### config.mk
export PLATFORM = sky130hd
export DESIGN_NAME = spi_queue_seq
export DESIGN_NICKNAME = d
export VERILOG_FILES = /design/src/rtl/spi_queue_pkg.sv /design/src/rtl/spi_queue_cfg.sv /design/src/rtl/spi_queue_ptr.sv /design/src/rtl/spi_queue_ctrl.sv /design/src/rtl/spi_queue_seq.sv
export SDC_FILE = /design/constraint.sdc
export NUM_CORES = 1
export LEC_CHECK = 0
export BUFFER_PORTS_ARGS = -buffer_cell sky130_fd_sc_hd__buf_2
export CAP_MARGIN = 0
export CORE_MARGIN = 4
export CORE_UTILIZATION = 48
export CTS_BUF_LIST = sky130_fd_sc_hd__clkbuf_8 sky130_fd_sc_hd__clkbuf_16
export DETAILED_ROUTE_END_ITERATION = 16
export HOLD_SLACK_MARGIN = 0.02
export PLACE_DENSITY = 0.82
export SYNTH_ARGS = -nofsm -noshare
export SYNTH_HDL_FRONTEND = slang
export SYNTH_HIERARCHICAL = 1
export SYNTH_SLANG_ARGS = --single-unit
### constraint.sdc
create_clock -name clk -period 2.2 [get_ports clk]
set_clock_uncertainty 0.2 [all_clocks]
set_input_delay 0.33 -clock clk [delete_from_list [all_inputs] [get_ports clk]]
set_output_delay 0.33 -clock clk [all_outputs]
set_load 0.005 [all_outputs]
### src/rtl/spi_queue_pkg.sv
package spi_queue_pkg;
  localparam int unsigned PTR_BITS = 7;

  typedef struct packed {
    logic sent;
    logic eoq;
    logic stopped;
  } seq_evt_t;
endpackage

### src/rtl/spi_queue_cfg.sv
module spi_queue_cfg #(
  parameter int unsigned IDX_W = 4
) (
  input  logic             clk,
  input  logic             rst_ni,
  input  logic             lock,
  input  logic             start_we,
  input  logic [IDX_W-1:0] start_val,
  input  logic             end_we,
  input  logic [IDX_W-1:0] end_val,
  input  logic             wrap_we,
  input  logic             wrap_val,
  output logic [IDX_W-1:0] qsp,
  output logic [IDX_W-1:0] qep,
  output logic             wrap
);
  logic [IDX_W-1:0] qsp_d, qep_d;
  logic             wrap_d;

  always_comb begin
    qsp_d  = qsp;
    qep_d  = qep;
    wrap_d = wrap;
    if (!lock) begin
      if (start_we) qsp_d  = start_val;
      if (end_we)   qep_d  = end_val;
      if (wrap_we)  wrap_d = wrap_val;
    end
  end

  always_ff @(posedge clk or negedge rst_ni) begin
    if (!rst_ni) begin
      qsp  <= '0;
      qep  <= '0;
      wrap <= 1'b0;
    end else begin
      qsp  <= qsp_d;
      qep  <= qep_d;
      wrap <= wrap_d;
    end
  end
endmodule

### src/rtl/spi_queue_ptr.sv
module spi_queue_ptr #(
  parameter int unsigned DEPTH = 16,
  localparam int unsigned IDX_W = $clog2(DEPTH)
) (
  input  logic [IDX_W-1:0] cur,
  input  logic [IDX_W-1:0] qep,
  output logic [IDX_W-1:0] nxt,
  output logic             at_end
);
  localparam logic [IDX_W-1:0] LAST = IDX_W'(DEPTH - 1);

  always_comb begin
    if (cur == LAST) nxt = '0;
    else             nxt = cur + 1'b1;
    at_end = (cur == qep);
  end
endmodule

### src/rtl/spi_queue_ctrl.sv
module spi_queue_ctrl
  import spi_queue_pkg::*;
#(
  parameter int unsigned IDX_W = 4
) (
  input  logic             clk,
  input  logic             rst_ni,
  input  logic             start_cmd,
  input  logic             stop_req,
  input  logic             frame_done,
  input  logic             at_end,
  input  logic             wrap,
  input  logic [IDX_W-1:0] qsp,
  input  logic [IDX_W-1:0] ptr_inc,
  output logic [IDX_W-1:0] ptr_q,
  output logic             run_q,
  output logic             pend_q,
  output seq_evt_t         evt_q
);
  logic [IDX_W-1:0] ptr_d;
  logic             run_d, pend_d;
  seq_evt_t         evt_d;

  always_comb begin
    ptr_d  = ptr_q;
    run_d  = run_q;
    pend_d = pend_q;
    evt_d  = '0;
    if (!run_q) begin
      if (start_cmd) begin
        run_d = 1'b1;
        ptr_d = qsp;
      end
    end else begin
      if (stop_req) pend_d = 1'b1;
      if (frame_done) begin
        evt_d.sent = 1'b1;
        if (at_end) begin
          evt_d.eoq = 1'b1;
          if (pend_q || stop_req) begin
            run_d         = 1'b0;
            pend_d        = 1'b0;
            evt_d.stopped = 1'b1;
          end else if (wrap) begin
            ptr_d = qsp;
          end else begin
            run_d = 1'b0;
          end
        end else begin
          ptr_d = ptr_inc;
        end
      end
    end
  end

  always_ff @(posedge clk or negedge rst_ni) begin
    if (!rst_ni) begin
      ptr_q  <= '0;
      run_q  <= 1'b0;
      pend_q <= 1'b0;
      evt_q  <= '0;
    end else begin
      ptr_q  <= ptr_d;
      run_q  <= run_d;
      pend_q <= pend_d;
      evt_q  <= evt_d;
    end
  end
endmodule

### src/rtl/spi_queue_seq.sv
module spi_queue_seq
  import spi_queue_pkg::*;
#(
  parameter int unsigned DEPTH = 16,
  localparam int unsigned IDX_W = $clog2(DEPTH)
) (
  input  logic                clk,
  input  logic                rst_n,
  input  logic                cfg_start_we,
  input  logic [PTR_BITS-1:0] cfg_start_ptr,
  input  logic                cfg_end_we,
  input  logic [PTR_BITS-1:0] cfg_end_ptr,
  input  logic                cfg_wrap_we,
  input  logic                cfg_wrap,
  input  logic                start_cmd,
  input  logic                stop_req,
  input  logic                frame_done,
  output logic [PTR_BITS-1:0] msg_ptr,
  output logic                rx_wr_en,
  output logic                running,
  output logic                stop_pending,
  output logic [PTR_BITS-1:0] qstart_ptr,
  output logic [PTR_BITS-1:0] qend_ptr,
  output logic                wrap_mode,
  output logic                evt_msg_sent,
  output logic                evt_end_queue,
  output logic                evt_stopped
);
  logic [1:0]       rst_sync_q;
  logic             rst_ni_q;
  logic [IDX_W-1:0] qsp, qep, ptr_q, ptr_inc;
  logic             wrap, at_end, run_q, pend_q;
  seq_evt_t         evt_q;

  always_ff @(posedge clk or negedge rst_n) begin
    if (!rst_n) rst_sync_q <= 2'b00;
    else        rst_sync_q <= {rst_sync_q[0], 1'b1};
  end
  assign rst_ni_q = rst_sync_q[1];

  spi_queue_cfg #(.IDX_W(IDX_W)) u_cfg (
    .clk       (clk),
    .rst_ni    (rst_ni_q),
    .lock      (run_q),
    .start_we  (cfg_start_we),
    .start_val (cfg_start_ptr[IDX_W-1:0]),
    .end_we    (cfg_end_we),
    .end_val   (cfg_end_ptr[IDX_W-1:0]),
    .wrap_we   (cfg_wrap_we),
    .wrap_val  (cfg_wrap),
    .qsp       (qsp),
    .qep       (qep),
    .wrap      (wrap)
  );

  spi_queue_ptr #(.DEPTH(DEPTH)) u_ptr (
    .cur    (ptr_q),
    .qep    (qep),
    .nxt    (ptr_inc),
    .at_end (at_end)
  );

  spi_queue_ctrl #(.IDX_W(IDX_W)) u_ctrl (
    .clk        (clk),
    .rst_ni     (rst_ni_q),
    .start_cmd  (start_cmd),
    .stop_req   (stop_req),
    .frame_done (frame_done),
    .at_end     (at_end),
    .wrap       (wrap),
    .qsp        (qsp),
    .ptr_inc    (ptr_inc),
    .ptr_q      (ptr_q),
    .run_q      (run_q),
    .pend_q     (pend_q),
    .evt_q      (evt_q)
  );

  assign msg_ptr       = PTR_BITS'(ptr_q);
  assign qstart_ptr    = PTR_BITS'(qsp);
  assign qend_ptr      = PTR_BITS'(qep);
  assign wrap_mode     = wrap;
  assign running       = run_q;
  assign stop_pending  = pend_q;
  assign rx_wr_en      = frame_done & run_q;
  assign evt_msg_sent  = evt_q.sent;
  assign evt_end_queue = evt_q.eoq;
  assign evt_stopped   = evt_q.stopped;
endmodule

==> results of run 1 <==
[cell families (layout without fill, tap and decap cells)]
group | Yosys count | count (layout) | share of synthesized area, %
DFF | 20 | 20 | 47.85
muxes | 18 | 18 | 23.56
and+or+nand+nor | 14 | 14 | 10.41
buffers and inverters | 10 | 45 | 6.817
AOI/OAI and AO/OA | 6 | 6 | 5.264
xor gates and xnor gates | 5 | 5 | 4.186
other | 2 | 10 | 0.7180
adders and majority gates | 1 | 1 | 1.196
[routing by layer]
layer  routed length, um  vias to the layer above
li1                    -                      332
met1                 847                      336
met2                 952                       29
met3                 163                        4
met4                  27                        0
met5                   0                        -
[final timing paths]
check	from	endpoint	depth (start not counted)
min	rst_sync_q[1]$_DFF_PN0_	u_cfg/qep[2]$_DFFE_PN0P_	0
max in group asynchronous	rst_sync_q[1]$_DFF_PN0_	u_ctrl/ptr_q[0]$_DFFE_PN0P_	0
min in group clk	cfg_start_ptr[0]	u_cfg/qsp[0]$_DFFE_PN0P_	2
min reg2reg	rst_sync_q[1]$_DFF_PN0_	u_cfg/qep[2]$_DFFE_PN0P_	0
max reg2reg	u_cfg/qep[1]$_DFFE_PN0P_	u_ctrl/ptr_q[1]$_DFFE_PN0P_	5
max	u_cfg/qep[1]$_DFFE_PN0P_	u_ctrl/ptr_q[1]$_DFFE_PN0P_	5
[area by class of cell]
cell class	instances	area, um^2
multi-input cells	54	510.5
well taps	27	33.78
inverters	1	3.754
clock buffers	3	41.29
flip-flops and latches	20	500.5
fillers	173	709.4
repair buffers	41	222.7
[timing repair]
item,in CTS,in global routing
resized for setup,0,0
hold endpoints to repair,2,0
hold buffers,1,0
[cell usage in the layout, fill, tap and decap left out, types with 3 or more instances in the layout]
master,Yosys,routed
mux2_4,12,12
dfrtp_1,20,20
xor2_1,5,5
buf_2,0,35
conb_1,2,10
mux2_1,3,3
buf_4,9,5
clkbuf_8,0,3
[where the power goes]
group / switching [mW] / leakage, nW / internal [mW] / total [mW]
logic: 0.414 / 0.414 / 0.641 / 1.06
clock network: 0.102 / 0.0216 / 0.121 / 0.224
registers: 0.149 / 0.238 / 0.530 / 0.679
total: 0.665 / 0.674 / 1.29 / 1.96
[metrics by stage]
stage | util, % | instances | worst slack (ns)
finish | 64.91 | 146 | 0.1326
global route | 64.91 | 146 | 0.04720
CTS | 64.91 | 146 | 0.1179
detailed placement | 62.38 | 142 | 0.1411
global placement | 62.38 | 142 | 0.1772
floorplan | - | 84 | 0.07523
[sequential cells by signal, summed over array words and instances (netlist names)]
signal,count
u_cfg/qsp,4
u_ctrl/pend_q,1
u_cfg/wrap,1
u_cfg/qep,4
u_ctrl/run_q,1
rst_sync_q,2
u_ctrl/evt_q,3
u_ctrl/ptr_q,4
==> impl_metrics.csv, run 1 <==
group,metric,value,unit
outcome,status,"completed",
synthesis,synth_top_area_cell,"dfrtp_1",
power,p_leak,0.6740,nW
place,dp_hpwl,1.588,mm
synthesis,synth_edf_count,0,
cts,postCtsSetupBuffers,0,
critical_path,worstPathArrival,2.00,ns
grt,antenna_found_initial,0,
critical_path,cp_top_family,"multiplexers",
sta,final_hold_viol_count,0,
route,ant_nets,0,
sta,fmax,483.7,MHz
synthesis,yosysTopAreaCellShare,47.85,%
final_layout,syn2layout_area_growth,25.48,%
sta,relSlewSlack,51.96,%
critical_path,path_cells,"xor2_1, nor4_2, nand2b_2, mux2_1, mux2_4",
power,p_per_area,1492,nW/um^2
grt,use_met2,24.21,%
grt,grtUsageTotal,14.59,%
route,wl,1.991,mm
synthesis,yosysMostFrequentCell,"dfrtp_1",
synthesis,synth_area,1046,um^2
sta,rsz0062_at_grt,"false",
synthesis,syn_inst,76,
die,coreArea,2022,um^2
synthesis,synth_common_cells,"20 x dfrtp_1, 12 x mux2_4, 9 x buf_4",
critical_path,cp-start-kind,"flop",
sta,setup_viol,0,
synthesis,syn_area_per_cell,13.76,um^2
die,initial_core_util,51.73,%
critical_path,endpoint_kind,"flop",
sta,min_period,2.067,ns
sta,tns,0,ns
cts,clk_pin_slew_worst_paths,0.06,ns
synthesis,ys_top_cells_by_area,"dfrtp_1 48%, mux2_4 17%, buf_4 6.5%, xor2_1 4.2%, mux2_1 3.2%",
die,ioPinCount,51,
grt,grt_pass1_vias,701,
route,drc,0,
synthesis,yosysUniqueCellTypes,26,
power,total_power,1.958,mW
sta,slew_violations,0,
cts,clock_sinks,20,
final_layout,final_area,1313,um^2
cts,cts_tree,"built",
final_layout,drive_above_1_share,53.78,%
place,placed_cell_area,1261,um^2
critical_path,crit_buf_inv,0,
cts,root_buffer,"clkbuf_8",
place,place_congestion,0.7265,
critical_path,crit_slowest_cell,"dfrtp_1",
final_layout,diodes,0,
die,die_w,54.68,um
synthesis,synth-seq-cells,20,
route,wire_per_inst,13.64,um
grt,grt-busiest-layer,"met2",
grt,grt_pass1_wl,3.077,mm
grt,use_met3,3.815,%
sta,worstMarginPinSlew,0.7206,ns
synthesis,synthArstFlopShare,100.0,%
grt,met1_usage,17.12,%
power,vdd_drop_max,0.7222,mV
die,die-area,2990,um^2
critical_path,slowest_delay,0.41,ns
critical_path,crit_required,2.14,ns
cts,htree_levels,1,
final_layout,nNetsFinal,145,
flow_run,drv_cap,0,
sta,hold_ws,0.09951,ns
die,die_h,54.68,um
min_path,hold_class,"flop to asynchronous set/reset pin",
place,numPortBuffers,35,
grt,grt_max_degree,19,
synthesis,ys_warn_count,6,
critical_path,crit_type,"flop to flop",
synthesis,yosysSeqAreaShare,47.85,%
critical_path,cp_max_fo,4,
route,firstDrtPassIters,3,
grt,grt-ovfl-total,0,
die,placementRows,16,
cts,clk_path_buf_depth,2,
critical_path,reg2reg_slack,0.13,ns
synthesis,synth_ff_type,"dfrtp_1",
sta,fin_crit_sh,93.97,%
route,drt_iter0_markers,4,
route,vias,701,
cts,clock_latency,0.25,ns
route,via_per_inst,4.801,
cts,cts_buffers,3,
Power figures use the tool's default switching activity.
==> run 2, diff against run 1 <==
--- a/config.mk
+++ b/config.mk
@@ -8,11 +8,11 @@
 export BUFFER_PORTS_ARGS = -buffer_cell sky130_fd_sc_hd__buf_2
 export CAP_MARGIN = 0
 export CORE_MARGIN = 4
-export CORE_UTILIZATION = 48
-export CTS_BUF_LIST = sky130_fd_sc_hd__clkbuf_8 sky130_fd_sc_hd__clkbuf_16
+export CORE_UTILIZATION = 30
+export CTS_BUF_LIST = sky130_fd_sc_hd__clkbuf_4
 export DETAILED_ROUTE_END_ITERATION = 16
 export HOLD_SLACK_MARGIN = 0.02
-export PLACE_DENSITY = 0.82
+export PLACE_DENSITY = 0.57
 export SYNTH_ARGS = -nofsm -noshare
 export SYNTH_HDL_FRONTEND = slang
 export SYNTH_HIERARCHICAL = 1
==> constraint.sdc (replaced) <==
create_clock -name clk -period 1.7 [get_ports clk]
set_clock_uncertainty 0.2 [all_clocks]
set_input_delay 0.255 -clock clk [delete_from_list [all_inputs] [get_ports clk]]
set_output_delay 0.255 -clock clk [all_outputs]
set_load 0.005 [all_outputs]
==> run 2 against run 1 <==
Non-clock buffer count up 26. Largest power group unchanged. Die area rose by 50%. Power grew 48%. Register-to-register slack got worse by 0.44 ns. Setup slack worse by 0.44 ns. The flow now finishes with violations (setup timing). Sequential power increased by 23%. Fmax is 2.8% higher.
==> impl_metrics.csv, run 2 (synthesis results as in run 1) <==
group,metric,value,unit
route,wire_per_inst,12.56,um
route,vias,798,
place,dp_hpwl,1.714,mm
sta,final_hold_viol_count,0,
route,ant_nets,0,
critical_path,reg2reg_slack,-0.31,ns
die,ioPinCount,51,
sta,fin_crit_sh,118.3,%
critical_path,crit_buf_inv,0,
power,power_frac_seq,28.8,%
power,clkPwrFrac,8.2,%
route,via_per_inst,4.156,
final_layout,drive_above_1_share,58.22,%
route,drt_iter0_markers,9,
critical_path,path_cells,"xor2_1, nor4_2, nand2b_4, mux2_4, mux2_4",
route,firstDrtPassIters,4,
power,p_int,1.935,mW
flow_run,drv_cap,0,
critical_path,crit_required,1.69,ns
critical_path,worstPathArrival,2.00,ns
power,p_sw_share,33.06,%
critical_path,reg2reg_to,"u_ctrl/ptr_q[2]$_DFFE_PN0P_",
cts,clock_latency,0.30,ns
sta,fmax,497.4,MHz
sta,rsz0062_at_grt,"true",
grt,grt_pass1_wl,4.002,mm
outcome,status,"complete, but fails checks",
power,vdd_drop_max,0.7258,mV
sta,slew_violations,0,
cts,cts_buffers,3,
critical_path,cp_max_fo,4,
final_layout,layout_commonest_cell,"buf_2",
grt,grt_max_degree,12,
place,dp_slack,-0.3172,ns
outcome,failed_checks,"setup timing",
final_layout,nNetsFinal,171,
place,numPortBuffers,35,
cts,clk_path_buf_depth,2,
route,drc,0,
critical_path,critPathLaunch,"u_cfg/qep[1]$_DFFE_PN0P_",
final_layout,largestRegisters,"u_cfg/qep x4, u_cfg/qsp x4, u_ctrl/ptr_q x4",
critical_path,slowest_delay,0.41,ns
die,die_h,67.05,um
critical_path,crit_slowest_cell,"dfrtp_1",
critical_path,reg2regPathDepth,5,
min_path,hold_class,"flop to asynchronous set/reset pin",
power,p_leak,0.7974,nW
die,initial_core_util,31.10,%
sta,hold_ws,0.01906,ns
final_layout,diodes,0,
sta,setup_ws,-0.3103,ns
critical_path,crit_cells,5,
critical_path,crit_type,"flop to flop",
critical_path,cp_top_family,"simple AND/OR/NAND/NOR gates",
cts,clk_pin_slew_worst_paths,0.12,ns
grt,antenna_found_initial,0,
cts,clock_sinks,20,
sta,min_period,2.010,ns
sta,setup_viol,4,
critical_path,cp-start-kind,"flop",
power,switchingPower,956.0,uW
cts,cts_tree,"built",
critical_path,reg2reg_from,"u_cfg/qep[1]$_DFFE_PN0P_",
route,wl,2.412,mm
critical_path,endpoint_kind,"flop",
final_layout,final_cell_mix,"34 x buf_2, 19 x buf_4, 17 x dfrtp_1",
grt,grt_pass1_vias,822,
place,place_congestion,0.7590,
critical_path,crit_top_cell,"mux2_4",
grt,grtUsageTotal,11.61,%
die,die-area,4496,um^2
power,combPwrFrac,63.0,%
die,coreArea,3363,um^2
power,p_per_area,1828,nW/um^2
die,placementRows,21,
cts,htree_levels,1,
die,die_w,67.05,um
critical_path,endpoint,"u_ctrl/ptr_q[2]$_DFFE_PN0P_",
power,total_power,2.891,mW
final_layout,syn2layout_area_growth,51.20,%
cts,root_buffer,"clkbuf_4",
grt,grt-ovfl-total,0,
-- run 2: cell count changes in the layout (fill, tap and decap cells not counted), moves of 3 or more --
cell,before,now
buf_4,5,19
dlygate4sd3_1,1,13
mux2_4,12,16
clkbuf_4,0,3
clkbuf_8,3,0
dfrtp_1,20,17
dfrtp_2,0,3
mux2_1,3,0
-- run 2: worst reg2reg max path, stage by stage, from the launching register on --
cell	delay, ns
dfrtp_1	0.41
xor2_1	0.17
nor4_2	0.34
nand2b_4	0.23
mux2_4	0.31
mux2_4	0.26
-- run 2: through the flow --
step	utilization (%)	TNS, ns	area (um^2)	instances
3_3_place_gp	40.85	-1.196	1374	172
6_report	47.02	-1.198	1582	192
5_1_grt	47.02	-1.460	1582	192
4_1_cts	47.06	-1.332	1583	193
2_1_floorplan	-	-1.656	1089	84
3_5_place_dp	40.85	-1.207	1374	172
-- run 2: worst min-delay path by stage --
stage | depth (start not counted) | endpoint
final | 1 | u_ctrl/run_q$_DFF_PN0_
after global routing | 1 | u_cfg/qsp[1]$_DFFE_PN0P_
after floorplan | 0 | rst_sync_q[0]$_DFF_PN0_
after detailed placement | 1 | rst_sync_q[0]$_DFF_PN0_
after global placement | 1 | rst_sync_q[0]$_DFF_PN0_
after CTS | 1 | u_cfg/qsp[1]$_DFFE_PN0P_
-- run 2: per-layer routing --
layer	track usage, %	share of wire (%)
met1	15.14	42
met3	2.361	5.6
met4	3.038	0.41
met5	0	0
met2	19.39	52
-- run 2: power by group through the flow --
stage	sequential [mW]	clock, mW	combinational, mW
6_report	0.834	0.236	1.82
5_1_grt	0.868	0.266	1.98
4_1_cts	0.839	0.244	1.82
3_5_place_dp	0.872	0	1.55
3_3_place_gp	0.866	0	1.54
2_1_floorplan	0.941	0	0.864
-- run 2: area by class of cell --
cell class                 instances  area (um^2)
inverter                           1        3.754
sequential                        20        504.2
multi-input combinational         54        535.5
timing repair buffer              67        454.2
clock buffer                       3        22.52
clock inverter                     1        3.754
tap                               46        57.56
fill                             335         1782
-- run 2: timing repair --
| item | CTS | global route |
|---|---|---|
| endpoints found under the hold margin | 23 | 0 |
| setup buffers | 5 | 0 |
| gates resized for setup | 7 | 1 |
| hold buffers | 13 | 0 |
| endpoints found under the setup margin | 7 | 8 |
| pin swaps | 2 | 1 |
